==> src/rtl/sdq_pkg.sv <==
package sdq_pkg;
  localparam int NBANK  = 4;
  localparam int BANK_W = 2;

  typedef enum logic [1:0] {
    CMD_NOP = 2'd0,
    CMD_ACT = 2'd1,
    CMD_RD  = 2'd2,
    CMD_PRE = 2'd3
  } sdq_cmd_e;
endpackage

==> src/rtl/sdq_bank.sv <==
// State of one bank: open flag, open row and the two gap counters.
module sdq_bank #(
  parameter int ROW_W    = 4,
  parameter int T_ACT_RD = 2,
  parameter int T_RD_PRE = 3
) (
  input  logic             clk,
  input  logic             rst_n,
  input  logic             do_act,
  input  logic             do_rd,
  input  logic             do_pre,
  input  logic [ROW_W-1:0] act_row,
  output logic             is_open,
  output logic [ROW_W-1:0] open_row,
  output logic             rd_ok,
  output logic             pre_ok
);
  localparam int TMAX = (T_ACT_RD > T_RD_PRE) ? T_ACT_RD : T_RD_PRE;
  localparam int CW   = $clog2(TMAX + 1);

  logic [CW-1:0] act_wait;
  logic [CW-1:0] pre_wait;

  always_ff @(posedge clk) begin
    if (!rst_n) begin
      is_open  <= 1'b0;
      open_row <= '0;
      act_wait <= '0;
      pre_wait <= '0;
    end else if (do_act) begin
      is_open  <= 1'b1;
      open_row <= act_row;
      act_wait <= CW'(T_ACT_RD - 1);
      pre_wait <= '0;
    end else if (do_pre) begin
      is_open  <= 1'b0;
      act_wait <= '0;
      pre_wait <= '0;
    end else begin
      if (act_wait != '0) act_wait <= act_wait - 1'b1;
      if (do_rd) pre_wait <= CW'(T_RD_PRE - 1);
      else if (pre_wait != '0) pre_wait <= pre_wait - 1'b1;
    end
  end

  assign rd_ok  = is_open && (act_wait == '0);
  assign pre_ok = is_open && (pre_wait == '0);
endmodule

==> src/rtl/sdq_queue.sv <==
// In-order request store; any entry may leave, younger ones close the gap.
module sdq_queue #(
  parameter int DEPTH = 4,
  parameter int W     = 14,
  parameter int IW    = 2
) (
  input  logic             clk,
  input  logic             rst_n,
  input  logic             push,
  input  logic [W-1:0]     push_data,
  input  logic             pop,
  input  logic [IW-1:0]    pop_idx,
  output logic [W-1:0]     ent_o [DEPTH],
  output logic [DEPTH-1:0] vld_o,
  output logic             full_o,
  output logic             empty_o
);
  localparam int CNTW = $clog2(DEPTH + 1);

  logic [W-1:0]     ent_q [DEPTH];
  logic [W-1:0]     ent_d [DEPTH];
  logic [DEPTH-1:0] vld_q, vld_d;
  logic [CNTW-1:0]  cnt_q;
  int               tail;

  always_comb begin
    tail = int'(cnt_q) - (pop ? 1 : 0);
    for (int i = 0; i < DEPTH; i++) begin
      if (pop && i >= int'(pop_idx)) begin
        if (i + 1 < DEPTH) begin
          ent_d[i] = ent_q[i+1];
          vld_d[i] = vld_q[i+1];
        end else begin
          ent_d[i] = '0;
          vld_d[i] = 1'b0;
        end
      end else begin
        ent_d[i] = ent_q[i];
        vld_d[i] = vld_q[i];
      end
      if (push && i == tail) begin
        ent_d[i] = push_data;
        vld_d[i] = 1'b1;
      end
    end
  end

  always_ff @(posedge clk) begin
    if (!rst_n) begin
      vld_q <= '0;
      cnt_q <= '0;
      for (int i = 0; i < DEPTH; i++) ent_q[i] <= '0;
    end else begin
      vld_q <= vld_d;
      cnt_q <= cnt_q + CNTW'(push) - CNTW'(pop);
      for (int i = 0; i < DEPTH; i++) ent_q[i] <= ent_d[i];
    end
  end

  assign ent_o   = ent_q;
  assign vld_o   = vld_q;
  assign full_o  = (cnt_q == CNTW'(DEPTH));
  assign empty_o = (cnt_q == '0);
endmodule

==> src/rtl/sdq_pick.sv <==
// Chooses the one command for the next cycle: oldest eligible request first,
// otherwise close open banks once the queue is empty.
module sdq_pick
  import sdq_pkg::*;
#(
  parameter int DEPTH = 4,
  parameter int ROW_W = 4,
  parameter int IW    = 2
) (
  input  logic [DEPTH-1:0]  q_vld,
  input  logic [BANK_W-1:0] q_bank [DEPTH],
  input  logic [ROW_W-1:0]  q_row  [DEPTH],
  input  logic [NBANK-1:0]  b_open,
  input  logic [ROW_W-1:0]  b_row  [NBANK],
  input  logic [NBANK-1:0]  b_rdok,
  input  logic [NBANK-1:0]  b_preok,
  output sdq_cmd_e          cmd_o,
  output logic [BANK_W-1:0] bank_o,
  output logic [IW-1:0]     idx_o
);
  logic               found;
  logic               blocked;
  logic [BANK_W-1:0]  b;

  always_comb begin
    cmd_o   = CMD_NOP;
    bank_o  = '0;
    idx_o   = '0;
    found   = 1'b0;
    blocked = 1'b0;
    b       = '0;
    for (int i = 0; i < DEPTH; i++) begin
      blocked = 1'b0;
      for (int j = 0; j < DEPTH; j++)
        if (j < i && q_vld[j] && q_bank[j] == q_bank[i]) blocked = 1'b1;
      b = q_bank[i];
      if (!found && q_vld[i] && !blocked) begin
        if (b_open[b] && b_row[b] == q_row[i]) begin
          if (b_rdok[b]) begin
            cmd_o = CMD_RD; found = 1'b1;
          end
        end else if (b_open[b]) begin
          if (b_preok[b]) begin
            cmd_o = CMD_PRE; found = 1'b1;
          end
        end else begin
          cmd_o = CMD_ACT; found = 1'b1;
        end
        if (found) begin
          bank_o = b;
          idx_o  = IW'(i);
        end
      end
    end
    if (q_vld == '0) begin
      for (int k = 0; k < NBANK; k++) begin
        if (!found && b_preok[k]) begin
          cmd_o  = CMD_PRE;
          bank_o = BANK_W'(k);
          found  = 1'b1;
        end
      end
    end
  end
endmodule

==> src/rtl/sdram_seq.sv <==
module sdram_seq
  import sdq_pkg::*;
#(
  parameter int QDEPTH   = 4,
  parameter int ROW_W    = 4,
  parameter int COL_W    = 4,
  parameter int TAG_W    = 4,
  parameter int DATA_W   = 16,
  parameter int T_ACT_RD = 2,
  parameter int T_RD_PRE = 3,
  parameter int ADDR_W   = (ROW_W > COL_W) ? ROW_W : COL_W
) (
  input  logic              clk,
  input  logic              rst_n,
  input  logic              req_valid,
  output logic              req_ready,
  input  logic [1:0]        req_bank,
  input  logic [ROW_W-1:0]  req_row,
  input  logic [COL_W-1:0]  req_col,
  input  logic [TAG_W-1:0]  req_tag,
  output logic [1:0]        cmd_o,
  output logic [1:0]        cmd_bank_o,
  output logic [ADDR_W-1:0] cmd_addr_o,
  input  logic [DATA_W-1:0] rd_data_i,
  output logic              rsp_valid,
  output logic [TAG_W-1:0]  rsp_tag,
  output logic [DATA_W-1:0] rsp_data,
  output logic              idle
);
  localparam int EW = BANK_W + ROW_W + COL_W + TAG_W;
  localparam int IW = (QDEPTH > 1) ? $clog2(QDEPTH) : 1;

  // request queue
  logic [EW-1:0]     q_ent  [QDEPTH];
  logic [QDEPTH-1:0] q_vld;
  logic              q_full, q_empty;
  logic [BANK_W-1:0] q_bank [QDEPTH];
  logic [ROW_W-1:0]  q_row  [QDEPTH];
  logic [COL_W-1:0]  q_col  [QDEPTH];
  logic [TAG_W-1:0]  q_tag  [QDEPTH];

  // bank state
  logic [NBANK-1:0]  b_open, b_rdok, b_preok;
  logic [ROW_W-1:0]  b_row [NBANK];

  // scheduler decision
  sdq_cmd_e          pk_cmd;
  logic [BANK_W-1:0] pk_bank;
  logic [IW-1:0]     pk_idx;
  logic [ADDR_W-1:0] pk_addr;
  logic              accept;

  // read return pipeline
  logic              s1_v, s2_v;
  logic [TAG_W-1:0]  s1_tag, s2_tag;

  assign req_ready = !q_full;
  assign accept    = req_valid && req_ready;

  sdq_queue #(.DEPTH(QDEPTH), .W(EW), .IW(IW)) u_queue (
    .clk(clk), .rst_n(rst_n),
    .push(accept), .push_data({req_bank, req_row, req_col, req_tag}),
    .pop(pk_cmd == CMD_RD), .pop_idx(pk_idx),
    .ent_o(q_ent), .vld_o(q_vld), .full_o(q_full), .empty_o(q_empty)
  );

  for (genvar i = 0; i < QDEPTH; i++) begin : g_unpack
    assign q_bank[i] = q_ent[i][EW-1 -: BANK_W];
    assign q_row[i]  = q_ent[i][COL_W+TAG_W +: ROW_W];
    assign q_col[i]  = q_ent[i][TAG_W +: COL_W];
    assign q_tag[i]  = q_ent[i][TAG_W-1:0];
  end

  for (genvar b = 0; b < NBANK; b++) begin : g_bank
    sdq_bank #(.ROW_W(ROW_W), .T_ACT_RD(T_ACT_RD), .T_RD_PRE(T_RD_PRE)) u_bank (
      .clk(clk), .rst_n(rst_n),
      .do_act(pk_cmd == CMD_ACT && pk_bank == BANK_W'(b)),
      .do_rd (pk_cmd == CMD_RD  && pk_bank == BANK_W'(b)),
      .do_pre(pk_cmd == CMD_PRE && pk_bank == BANK_W'(b)),
      .act_row(q_row[pk_idx]),
      .is_open(b_open[b]), .open_row(b_row[b]),
      .rd_ok(b_rdok[b]), .pre_ok(b_preok[b])
    );
  end

  sdq_pick #(.DEPTH(QDEPTH), .ROW_W(ROW_W), .IW(IW)) u_pick (
    .q_vld(q_vld), .q_bank(q_bank), .q_row(q_row),
    .b_open(b_open), .b_row(b_row), .b_rdok(b_rdok), .b_preok(b_preok),
    .cmd_o(pk_cmd), .bank_o(pk_bank), .idx_o(pk_idx)
  );

  always_comb begin
    case (pk_cmd)
      CMD_ACT: pk_addr = ADDR_W'(q_row[pk_idx]);
      CMD_RD:  pk_addr = ADDR_W'(q_col[pk_idx]);
      default: pk_addr = '0;
    endcase
  end

  always_ff @(posedge clk) begin
    if (!rst_n) begin
      cmd_o      <= CMD_NOP;
      cmd_bank_o <= '0;
      cmd_addr_o <= '0;
      s1_v       <= 1'b0;
      s1_tag     <= '0;
      s2_v       <= 1'b0;
      s2_tag     <= '0;
      rsp_valid  <= 1'b0;
      rsp_tag    <= '0;
      rsp_data   <= '0;
    end else begin
      cmd_o      <= pk_cmd;
      cmd_bank_o <= pk_bank;
      cmd_addr_o <= pk_addr;
      s1_v       <= (pk_cmd == CMD_RD);
      s1_tag     <= q_tag[pk_idx];
      s2_v       <= s1_v;
      s2_tag     <= s1_tag;
      rsp_valid  <= s2_v;
      rsp_tag    <= s2_tag;
      rsp_data   <= rd_data_i;
    end
  end

  assign idle = q_empty && (b_open == '0);
endmodule

==> config.mk <==
export PLATFORM = sky130hd
export DESIGN_NAME = sdram_seq
export DESIGN_NICKNAME = d
export VERILOG_FILES = /design/src/rtl/sdq_pkg.sv /design/src/rtl/sdq_bank.sv /design/src/rtl/sdq_queue.sv /design/src/rtl/sdq_pick.sv /design/src/rtl/sdram_seq.sv
export SDC_FILE = /design/constraint.sdc
export NUM_CORES = 1
export LEC_CHECK = 0
export BUFFER_PORTS_ARGS = -buffer_cell sky130_fd_sc_hd__buf_2
export CORE_UTILIZATION = 40
export DETAILED_ROUTE_END_ITERATION = 16
export HOLD_SLACK_MARGIN = 0.12
export MAX_ROUTING_LAYER = met4
export SETUP_SLACK_MARGIN = 0.5
export SYNTH_ARGS = -nofsm -noshare
export SYNTH_HDL_FRONTEND = slang
export SYNTH_SLANG_ARGS = --single-unit
==> constraint.sdc <==
create_clock -name clk -period 4.17 [get_ports clk]
set_input_delay 0.417 -clock clk [delete_from_list [all_inputs] [get_ports clk]]
set_output_delay 0.417 -clock clk [all_outputs]
set_load 0.01 [all_outputs]
# == After elaboration in Yosys (flattened, before gate mapping) ==
# Cells that the tools add are included.
# classes
n_mux,171
n_reduce_logical,105
n_lt_le_gt_ge,12
bitwise,6
n_addsub,11
eq_ne,20
# op_table
cell,count
two-way mux 14 bit,8
two-way mux 2 bit,51
two-way mux 1 bit,78
equality test 3 x 32 -> 1 bit (first input constant),2
binary-select mux 4 bit (select 2 bit),7
two-way mux 4 bit,14
logical AND 1 bit,49
nonzero test 2 bit,20
equality test 2 x 32 -> 1 bit (first input constant),1
zero test 32 bit,1
subtractor 4 x 32 -> 32 bit,1
binary-select mux 1 bit (select 2 bit),12
zero test 2 bit,9
equality test 4 bit,4
OR reduction 4 bit,4
subtractor 2 x 1 -> 2 bit (second input constant),8
greater-or-equal comparator 3 bit (second input constant),5
NOT 2 -> 3 bit,5
equality test 2 bit,6
less-than comparator 2 x 3 -> 1 bit (second input constant),4
nonzero test 3 bit,4
OR reduction 3 bit,4
zero test 1 bit,11
equality test 2 bit (second input constant),4
10 further kinds,13
# word_totals
output_inout_bits,31
ff_bits,138
inputBits,33

# == Longest topological paths before layout ==
# logic_depth
word_depth,46
mapped_depth,21
depth_no_buf,20

# == Cells and area by module ==
# From an unflattened synthesis, not the netlist that was laid out.
# unflattened
hier_cells,768
area_unflattened_um2,8071.5
# modules_own_cells
mod,instances,seq_area_each_um2,cells_per_inst,area_each_um2
sdq_queue,1,1261.2,344,3435.8
sdq_bank,4,180.2,35,391.6
sdram_seq,1,780.7,121,1535.2
sdq_pick,1,0.0,163,1534.0

# == Least setup slack after synthesis ==
# OpenSTA, ideal clock, no wires.
# synth_path
path_type,register to register
startpoint,"register u_queue.ent_q, in the netlist u_queue.ent_o[55]"
endpoint,"register u_queue.ent_q, in the netlist u_queue.ent_o[16]"
synth_period_minus_slack_ps,4596
t_arrival_ps,4510
path_stages_with_launch,20
path_slack_ps,-426
path_buffers,4
path_cell_list,dfxtp_1 > buf_6 > mux4_2 > xnor2_1 > nand4_2 > mux2i_4 > o22ai_4 > clkbuf_1 > nor2_1 > a211oi_1 > inv_1 > ha_1 > ha_1 > ha_1 > ha_1 > nand4b_1 > or3_1 > clkbuf_1 > clkbuf_1 > a211oi_1
# synth_via
elab_chain_len,46
word_cells_on_any_way,114
classes_between,add/sub: 1; order compare: 1; eq/ne: 6; mux: 78; bitwise: 1; reduce/logical: 27
# synth_rtl
item,line_no,rtl
from (decl),sdq_queue.sv:20,logic [W-1:0] ent_q [DEPTH];
NOT 2 -> 3 bit (not written as such),sdq_pick.sv:38,if (b_open[b] && b_row[b] == q_row[i]) begin
binary-select mux 4 bit (select 2 bit),sdq_pick.sv:38,
two-way mux 4 bit (not written as such) (2 in series),sdq_pick.sv:38,
equality test 4 bit,sdq_pick.sv:38,
logical AND 1 bit,sdq_pick.sv:38,
two-way mux 1 bit,sdq_pick.sv:38,
two-way mux 1 bit (2 in series),sdq_pick.sv:37,if (!found && q_vld[i] && !blocked) begin
two-way mux 1 bit,sdq_pick.sv:43,if (b_preok[b]) begin
(+30 left out),n/a,
via pk_cmd[1],sdram_seq.sv:47,sdq_cmd_e pk_cmd;
equality test 2 bit (*),sdram_seq.sv:63,".pop(pk_cmd == CMD_RD), .pop_idx(pk_idx),"
via u_queue.pop,sdq_queue.sv:11,"input logic pop,"
two-way mux 1 bit,sdq_queue.sv:27,tail = int'(cnt_q) - (pop ? 1 : 0);
subtractor 4 x 32 -> 32 bit,sdq_queue.sv:27,
equality test 3 x 32 -> 1 bit,sdq_queue.sv:41,if (push && i == tail) begin
logical AND 1 bit,sdq_queue.sv:41,
two-way mux 14 bit or nonzero test 2 bit (tied branches),n/a,
# Mark *: on every way through the listed nets, which the timed path passes. The rest lies on a longest branch. The select of a mux whose other input is x is not followed.
# A chain may end at the register's enable or synchronous reset.

# == Worst setup path in the final report ==
# layout_path
startpoint,register g_bank[2].u_bank.pre_wait[0]
endpoint,"register u_queue.ent_q, in the netlist u_queue.ent_o[5]"
# layout_via
elab_chain_len,46
word_cells_on_any_way,87
classes_between,add/sub: 1; eq/ne: 2; mux: 63; reduce/logical: 21
# layout_rtl
item,line_no,rtl
from (decl),sdq_bank.sv:22,logic [CW-1:0] pre_wait;
from (signal assigned),sdq_bank.sv:41,if (do_rd) pre_wait <= CW'(T_RD_PRE - 1);
from (signal assigned),sdq_bank.sv:42,else if (pre_wait != '0) pre_wait <= pre_wait - 1'b1;
zero test 2 bit (*),sdq_bank.sv:47,assign pre_ok = is_open && (pre_wait == '0);
logical AND 1 bit (*),sdq_bank.sv:47,
binary-select mux 1 bit (select 2 bit),sdq_pick.sv:43,
two-way mux 1 bit (not written as such),sdq_pick.sv:43,
two-way mux 1 bit,sdq_pick.sv:43,
two-way mux 1 bit,sdq_pick.sv:42,end else if (b_open[b]) begin
two-way mux 1 bit,sdq_pick.sv:38,
two-way mux 1 bit (2 in series),sdq_pick.sv:37,
(+31 left out),n/a,
via pk_cmd[1],sdram_seq.sv:47,
equality test 2 bit (*),sdram_seq.sv:63,
via u_queue.pop,sdq_queue.sv:11,
two-way mux 1 bit,sdq_queue.sv:27,
subtractor 4 x 32 -> 32 bit,sdq_queue.sv:27,
equality test 3 x 32 -> 1 bit,sdq_queue.sv:41,
logical AND 1 bit,sdq_queue.sv:41,
two-way mux 14 bit or nonzero test 2 bit (tied branches),n/a,
# Marked as above.

==> results.sh <==
export IMPL_ant_nets=0
export IMPL_holdWs_ns=0.188
export IMPL_die_h_microns=138
export IMPL_vias=6469
export IMPL_grt_pass1_vias=5756
export IMPL_htree_levels=4
export IMPL_worst_hold_path_type="primary input to flip-flop"
export IMPL_worstMarginPinSlew_ns=0.907
export IMPL_globalplace_congestion=0.873
export IMPL_die_area_sq_um=19000
export IMPL_clk_latency_ns=0.43
export IMPL_dp_slack_ns=0.0124
export IMPL_layout_drive_gt1_share_pct=41.2
export IMPL_wl_per_cell_microns=19.5
export IMPL_cts_sinks=138
export IMPL_hpwl_microns=13700
export IMPL_fin_crit_sh_pct=95.9
export IMPL_cts_tree="done"
export IMPL_grt_ovfl_total=0
export IMPL_multi_input_area_sq_um=4830
export IMPL_grt_pass1_wl_microns=31300
export IMPL_crit_type="flip-flop to flip-flop"
export IMPL_drc=0
export IMPL_p_per_area_nw_per_um2=809
export IMPL_numCtsBuffers=17
export IMPL_wl_microns=22100
export IMPL_track_usage_pct=22.5
export IMPL_status="finished, final reports clean"
export IMPL_portBuffers=63
export IMPL_design_area_sq_um=9940
export IMPL_nets=942
export IMPL_final_max_slew_viol_count=0
export IMPL_required_ns=4.48
export IMPL_setup_viol=0
export IMPL_syn_avg_cell_area_sq_um=9.59
export IMPL_start_kind="flip-flop"
export IMPL_final_setup_tns_ns=0
export IMPL_die_w_microns=138
export IMPL_layout_common_cells="dfxtp_1, nand2_1, buf_2, mux2i_1, buf_4"
export IMPL_antenna_found_initial=0
export IMPL_n_antenna_cell=0
export IMPL_clockBufferDepth=2
export IMPL_slew_limit_headroom_pct=39.4
export IMPL_synth_edf_count=0
export IMPL_yosysWarningCount=0
export IMPL_endpoint_kind="flip-flop"
export IMPL_netlist_area_sq_um=7400
export IMPL_period_needed_ns=4.00
export IMPL_synth_flop_cell="dfxtp_1"
export IMPL_clk_pin_slew_ns=0.06
export IMPL_stdcell_count=1136
export IMPL_ys_seq_area_share_pct=37.3
export IMPL_max_clock_freq_mhz=250
export IMPL_row_count=49
export IMPL_worst_slack_ns=0.172
export IMPL_final_util_pct=55.2
export IMPL_grt_max_degree=85
export IMPL_dr_pass1_iters=6
export IMPL_ys_async_sr_fraction_pct=0
export IMPL_hold_viol_final=0
export IMPL_dp_cells=1055
export IMPL_final_common_cell="dfxtp_1"
export IMPL_synth_distinct_cells=74
export IMPL_cp_max_fo=7
export IMPL_rsz0062_at_grt="yes"
export IMPL_leakagePower_nw=4.02
export IMPL_ys_ff_latch=138
export IMPL_area_growth_pct=34.4
export IMPL_core_sq_um=18000
export IMPL_post_dp_cell_area_sq_um=8310
export IMPL_viasPerCell=5.69
export IMPL_cts_root_buf="clkbuf_16"
export IMPL_skew_ns=0.00970
export IMPL_synthCells=771
export IMPL_vdd_ir_drop_max_v=0.000460
export IMPL_initial_core_util_pct=41.0
export IMPL_syn_nets=819
export IMPL_drtIter0Drc=526
export IMPL_fillers=1577
export IMPL_regArea_sq_um=2790
export IMPL_boundaryPins=64
export IMPL_cap_violations=0
export IMPL_p_total_mw=8.05
export IMPL_arrival_ns=4.31
[final timing paths]
path                                             startpoint                       endpoint  slack, ns  cells past startpoint
setup / recovery  g_bank[2].u_bank.pre_wait[0]$_SDFFE_PP0P_  u_queue.ent_o[5]$_SDFFE_PN0P_       0.17                     21
hold / removal                                 rd_data_i[9]         rsp_data[9]$_SDFF_PN0_       0.19                      2
setup reg to reg  g_bank[2].u_bank.pre_wait[0]$_SDFFE_PP0P_  u_queue.ent_o[5]$_SDFFE_PN0P_       0.17                     21
hold reg to reg                        s1_tag[1]$_SDFF_PN0_           s2_tag[1]$_SDFF_PN0_       0.43                      1
[where the power goes]
group / total (mW) / internal [mW] / switching, mW
clock network: 1.55 / 0.943 / 0.607
logic: 4.65 / 2.19 / 2.46
registers: 1.84 / 1.61 / 0.237
total: 8.05 / 4.74 / 3.31
[worst max-delay path: stages (launching register included)]
cell	delay (ns)
dfxtp_2	0.32
or3b_4	0.42
mux4_2	0.52
nand2_2	0.10
mux2_4	0.17
nand2_4	0.05
a32oi_2	0.18
nor2_2	0.06
a211oi_2	0.20
inv_2	0.09
ha_4	0.17
ha_4	0.16
ha_4	0.16
ha_4	0.24
nand4b_1	0.13
buf_4	0.18
nor3_4	0.15
buf_12	0.15
buf_16	0.12
nor3b_1	0.06
a21oi_1	0.17
nor2_1	0.05
[final cells by class]
cell class	instances	share of cell area, %
clock buffers	18	4.32
multi-input cells	552	48.6
clock inverters	14	1.72
repair buffers	155	13.3
well taps	229	2.88
inverters	30	1.16
flip-flops and latches	138	28.1
[what timing repair did]
item | CTS | global route
endpoints found under the setup margin | 84 | 106
gates resized for setup | 41 | 92
cloned | 2 | 7
pin swaps | 17 | 20
hold buffers | 0 | 0
setup buffers | 22 | 18
hold endpoints to repair | 0 | 0
[synth_stat cells, drive strengths merged, types with 6 or more instances]
master / n / area [sq um]
o211a: 6 / 60.1
o21ai: 37 / 200
nand2: 74 / 280
a21oi: 48 / 244
mux2i: 65 / 676
clkbuf: 34 / 128
nand4: 9 / 75.1
mux2: 7 / 82.6
nor2: 65 / 249
buf: 17 / 138
mux4: 27 / 616
xnor2: 24 / 210
inv: 30 / 113
dfxtp: 138 / 2760
nand3: 12 / 77.6
o211ai: 6 / 45.0
nor3b: 19 / 165
xor2: 7 / 61.3
a211oi: 35 / 268
and2: 31 / 194
ha: 14 / 175
[sequential cells by signal, indices dropped and copies added, names as in the netlist]
register and count:
cmd_addr_o 4, s1_tag 4, rsp_data 16, u_queue.ent_o 56
rsp_valid 1, u_queue.vld_o 4, g_bank.u_bank.pre_wait 8, g_bank.u_bank.open_row 16
g_bank.u_bank.act_wait 8, s1_v 1, rsp_tag 4, cmd_o 2
u_queue.cnt_q 3, s2_tag 4, s2_v 1, cmd_bank_o 2
g_bank.u_bank.is_open 4
[routing by layer]
metal | GRT usage, % | vias up | share of wire, %
met5 | - | - | 0
met1 | 28.8 | 3118 | 44
met4 | 9.06 | 0 | 2.4
met3 | 4.50 | 39 | 6.6
met2 | 34.6 | 265 | 47
li1 | - | 3047 | -
[logic make-up (layout without fill, tap and decap cells)]
kind of cell / count (synthesis) / count (layout) / synth area share, %
compound gates: 173 / 173 / 16.4
xor+xnor: 31 / 31 / 3.67
fa+ha+maj: 15 / 15 / 2.64
buf+inv: 81 / 217 / 5.11
flops: 138 / 138 / 37.3
mux: 99 / 99 / 18.6
simple gates: 234 / 234 / 16.3
No activity file was read; power rests on OpenSTA's default activity.
